[src/rtl/bank_rank_rotator.sv]
module bank_rank_rotator #(
  parameter int BANK_W = 3,
  parameter int RANK_W = 2,
  parameter int PKT_W  = 8
) (
  input  logic              clk,
  input  logic              rst_n,
  input  logic [BANK_W:0]   cfg_banks,
  input  logic [RANK_W:0]   cfg_ranks,
  input  logic [6:0]        cfg_rd_pct,
  input  logic [PKT_W-1:0]  cfg_pkts,
  input  logic              req_ready,
  output logic              req_valid,
  output logic              req_first,
  output logic [BANK_W-1:0] req_bank,
  output logic [RANK_W-1:0] req_rank,
  output logic              req_is_read,
  output logic              cfg_err
);

  logic [PKT_W-1:0]  pkt_left;
  logic [BANK_W-1:0] bank_ctr, bank_q;
  logic [RANK_W-1:0] rank_ctr, rank_q;
  logic              half, type_q;

  wire mode_split = (cfg_rd_pct == 7'd50);
  wire mode_rd    = (cfg_rd_pct == 7'd100);
  wire mode_wr    = (cfg_rd_pct == 7'd0);

  assign cfg_err   = !(mode_split || mode_rd || mode_wr);
  assign req_valid = !cfg_err;
  assign req_first = (pkt_left == '0);

  wire type_new = mode_split ? ((bank_ctr == '0) ? !type_q : type_q) : mode_rd;

  assign req_bank    = req_first ? bank_ctr : bank_q;
  assign req_rank    = req_first ? rank_ctr : rank_q;
  assign req_is_read = req_first ? type_new : type_q;

  wire issue     = req_valid && req_ready;
  wire bank_last = ({1'b0, bank_ctr} + 1'b1) >= cfg_banks;
  wire rank_last = ({1'b0, rank_ctr} + 1'b1) >= cfg_ranks;
  wire rank_step = bank_last && (!mode_split || half);

  always_ff @(posedge clk) begin
    if (!rst_n) begin
      pkt_left <= '0;
      bank_ctr <= '0;
      rank_ctr <= '0;
      bank_q   <= '0;
      rank_q   <= '0;
      half     <= 1'b0;
      type_q   <= 1'b0;
    end else if (issue) begin
      if (req_first) begin
        pkt_left <= (cfg_pkts == '0) ? '0 : cfg_pkts - 1'b1;
        type_q   <= type_new;
        bank_q   <= bank_ctr;
        rank_q   <= rank_ctr;
        bank_ctr <= bank_last ? '0 : bank_ctr + 1'b1;
        if (bank_last)
          half <= mode_split ? !half : 1'b0;
        if (rank_step)
          rank_ctr <= rank_last ? '0 : rank_ctr + 1'b1;
      end else begin
        pkt_left <= pkt_left - 1'b1;
      end
    end
  end

  assert_freeze_on_err_R1: assert property (@(posedge clk) disable iff (!rst_n)
    cfg_err |=> ($stable(pkt_left) && $stable(bank_ctr) && $stable(rank_ctr) && $stable(type_q)));

  assert_single_pkt_series_R2: assert property (@(posedge clk) disable iff (!rst_n)
    (issue && req_first && cfg_pkts <= 1) |=> req_first);

  assert_series_hold_R3: assert property (@(posedge clk) disable iff (!rst_n)
    issue |=> (!req_first |-> ($stable(req_bank) && $stable(req_rank) && $stable(req_is_read))));

  assert_write_only_R7: assert property (@(posedge clk) disable iff (!rst_n)
    (req_valid && req_first && mode_wr) |-> !req_is_read);

  assert_read_only_R7: assert property (@(posedge clk) disable iff (!rst_n)
    (req_valid && req_first && mode_rd) |-> req_is_read);

endmodule

[config.mk]
export PLATFORM = sky130hd
export DESIGN_NAME = bank_rank_rotator
export DESIGN_NICKNAME = d
export VERILOG_FILES = /design/src/rtl/bank_rank_rotator.sv
export SDC_FILE = /design/constraint.sdc
export NUM_CORES = 1
export LEC_CHECK = 0
export CAP_MARGIN = 40
export CELL_PAD_IN_SITES_DETAIL_PLACEMENT = 0
export CELL_PAD_IN_SITES_GLOBAL_PLACEMENT = 1
export CORE_ASPECT_RATIO = 2
export CORE_MARGIN = 3
export CORE_UTILIZATION = 39
export CTS_CLUSTER_SIZE = 12
export DETAILED_ROUTE_END_ITERATION = 16
export HOLD_SLACK_MARGIN = 0.08
export PLACE_DENSITY_LB_ADDON = 0.1
export SLEW_MARGIN = 40
export SYNTH_ARGS = -nofsm -noshare
export SYNTH_HDL_FRONTEND = slang
export SYNTH_SLANG_ARGS = --single-unit
export TNS_END_PERCENT = 10
[constraint.sdc]
create_clock -name clk -period 7.4 [get_ports clk]
set_input_delay 0.74 -clock clk [delete_from_list [all_inputs] [get_ports clk]]
set_output_delay 0.74 -clock clk [all_outputs]
set_load 0.05 [all_outputs]
==> flow_summary_export.csv <==
group,metric,value,unit
routing,num_vias,1529,
synthesis,ys_seq_area_frac,0.257,
placement,hpwl,3.42,mm
pwr,switching_share,0.254,
setup_path,path_class,"register to primary output",
synthesis,ys_seq_elements,20,
placement,io_buffers,33,
pwr,power.net_switching,60.2,uW
routing,dr.pass1.iters,4,
sta,rsz0062_at_grt,"false",
floorplanning,dieHeight,95.3,um
sta,tns,0,ps
floorplanning,ioPinCount,34,
routing,drc,0,
synthesis,synthSimpleGateAreaFrac,0.274,
finish,syn2layout_area_growth,27.0,%
sta,drv_slew,0,
min_path,worst_hold_path_type,"register to register",
synthesis,syn_nets,239,
synthesis,yosysTopAreaCellShare,0.257,
synthesis,synth_adder_area_share,0.113,
clock_network,cts_made_buffers,3,
clock_network,root_buffer,"clkbuf_8",
pwr,pwr-share-clk,0.354,
setup_path,ff2ff_setup_slack,4450,ps
synthesis,synth-xor-area-share,0.0338,
clock_network,cts.sink_count,20,
sta,fin_crit_sh,0.546,
routing,routed_wl,4.22,mm
synthesis,synth_top_family_by_area,"simple AND/OR/NAND/NOR gates",
pwr,p_comb_frac,0.188,
clock_network,cts.path.max_buffers,2,
sta,finalHoldViolations,0,
synthesis,yosysTopAreaCell,"dfxtp_1",
clock_network,hold_buffers,0,
min_path,hold_path_startpoint,"rank_ctr[1]$_SDFFE_PN0P_",
synthesis,synth_cells,200,
clock_network,cts_tree,"yes",
setup_path,cp.arrival,3300,ps
synthesis,syn_area_per_cell,7.78,sq um
floorplanning,die_x,50.7,um
finish,drive_gt1_frac,0.0478,
synthesis,synth_flop_cell,"dfxtp_1",
global_routing,grtUsageTotal,0.188,
status,status,"completed",
global_routing,overflow,0,
routing,antenna_left,0,
sta,fin_crit,4040,ps
floorplanning,fp.dieArea,4830,sq um
routing,via_per_inst,5.48,
sta,finClkSkew,6.91,ps
sta,fmax,247,MHz
synthesis,synth-edff-count,0,
setup_path,cp-start-kind,"register",
synthesis,synth_area_leaders,"dfxtp_1, ha_1, nand2_1, mux2i_1, inv_1",
run,cap_violations,0,
synthesis,ys.warnings.count,0,
global_routing,antenna_found_initial,0,
setup_path,r2r-end,"bank_ctr[2]$_SDFFE_PN0P_",
clock_network,clkLatencyLatePin,260,ps
synthesis,async_reset_ff_frac,0,
setup_path,ff2ff_path_depth,9,
global_routing,grt_pass1_vias,1576,
pwr,powerDensity,120,nW/um^2
floorplanning,core.rowCount,31,
clock_network,cts_setup_buffers,0,
floorplanning,start_util,0.418,
setup_path,critPathCaptureType,"primary output",
setup_path,r2r_start,"pkt_left[1]$_SDFFE_PN0P_",
setup_path,max_stage_delay,800,ps
clock_network,ctsHtreeMaxLevel,1,
synthesis,yosys.cell_count.top_type,"nand2_1",
setup_path,critPathRequiredTime,6660,ps
global_routing,grt_max_degree,17,
routing,drtIter0Drc,18,
sta,setup_violations,0,
pwr,leakage,0.000849,uW
pwr,internal_power,177,uW
pwr,peakVddDrop,0.0000717,V
pwr,p_seq_frac,0.458,
finish,n_fill_cell,381,
finish,fin_nets,270,
sta,slew_headroom,0.480,
synthesis,synth_compound_area_frac,0.200,
finish,n_antenna_cell,0,
setup_path,cp_top_family,"buffers and inverters",
setup_path,critical_path_buf_inv_count,3,
synthesis,yosys-top-cells-count,"nand2_1, dfxtp_1, inv_1",
pwr,total_power,237,uW
clock_network,post_cts_resized,0,
synthesis,muxShareOfSynthArea,0.0579,
placement,gp_congestion,0.915,
setup_path,crit_fanout,13,
setup_path,slowest_stage,"clkdlybuf4s50_1",
clock_network,path_clk_slew,80,ps
min_path,min_delay_path_depth,2,
routing,wire_per_inst,15.1,um
synthesis,syn_area,1560,sq um
global_routing,grt_first_pass_wirelength,7.06,mm
min_path,holdPathEnd,"rank_ctr[1]$_SDFFE_PN0P_",
sta,worstMarginPinSlew,774,ps
floorplanning,core_area,3720,sq um
synthesis,yosysUniqueCellTypes,44,
setup_path,crit_path_cell_trace,"inv_1 > ha_1 > nor3b_1 > nand2_1 > inv_1 > o21ai_0 > nand2_1 > clkdlybuf4s50_1",
cell families (layout without fill, tap and decap cells):
family                     count (synthesis)  count (layout)
and+or+nand+nor                           79              79
buffers and inverters                     26              56
DFF                                       20              20
adders and majority gates                 14              14
muxes                                      9               9
AOI/OAI and AO/OA                         46              46
xor gates and xnor gates                   6               6
sequential cells by signal, summed over array words and instances, names as in the netlist:
name,count
bank_ctr,3
bank_q,3
half,1
pkt_left,8
rank_ctr,2
rank_q,2
type_q,1
layer usage:
metal	GRT usage	wire length [um]	vias to the layer above
met2	0.392	2480	26
met1	0.179	1550	721
met5	0	0	-
li1	-	-	776
met3	0.0188	119	6
met4	0.0697	73	0
per-stage QoR:
stage	setup slack [ps]	util	hold WS (ps)	cell area (sq um)	cells
after detailed placement	3570	0.516	493	1920	275
after global routing	3130	0.531	549	1980	279
after CTS	3360	0.531	511	1980	279
final	3360	0.531	502	1980	279
after global placement	3600	0.516	476	1920	275
after floorplan	4340	-	464	1560	200
cell usage in the layout (no fill, tap or decap), drive strengths merged, types with 3 or more instances in the layout:
cell           count
clkdlybuf4s50     33
nand2             27
dfxtp             20
inv               18
nor2              14
ha                14
o21ai             11
mux2i              9
a21oi              8
o211ai             6
xnor2              5
or3                5
nand3              5
nand2b             4
clkbuf             4
nor4               4
and3               3
nor3b              3
o21a               3
o31ai              3
nor3               3
or2                3
worst min-delay path, delay by kind of cell, from the launching register on:
kind	cells	cell delay (ps)
multiplexers	1	50
AND/OR/NAND/NOR	1	60
flip-flops	1	350
area by class of cell:
class	count	area, sq um	share of cell area
Multi-Input combinational cell	154	1050	0.533
Sequential cell	20	400	0.203
Inverter	18	67.6	0.0342
Clock buffer	4	55.1	0.0279
Tap cell	49	61.3	0.0310
Timing Repair Buffer	34	338	0.171
worst max path at each step:
stage / start / end / slack (ps) / depth (start not counted)
finish: pkt_left[1]$_SDFFE_PN0P_ / req_is_read / 3360 / 8
global route: pkt_left[1]$_SDFFE_PN0P_ / req_is_read / 3130 / 8
CTS: pkt_left[1]$_SDFFE_PN0P_ / req_is_read / 3360 / 8
detailed placement: cfg_rd_pct[0] / req_is_read / 3570 / 6
global placement: cfg_rd_pct[0] / req_is_read / 3600 / 6
floorplan: pkt_left[0]$_SDFFE_PN0P_ / req_bank[0] / 4340 / 6
power groups by stage:
stage | Sequential [uW] | Clock [uW] | Combinational [uW]
after floorplan | 111 | 0 | 23.1
after global placement | 111 | 0 | 43.4
after detailed placement | 111 | 0 | 44.5
after CTS | 109 | 86.8 | 44.7
after global routing | 109 | 90.9 | 49.0
final | 109 | 84.1 | 44.6
(Power assumes the default switching activity.)
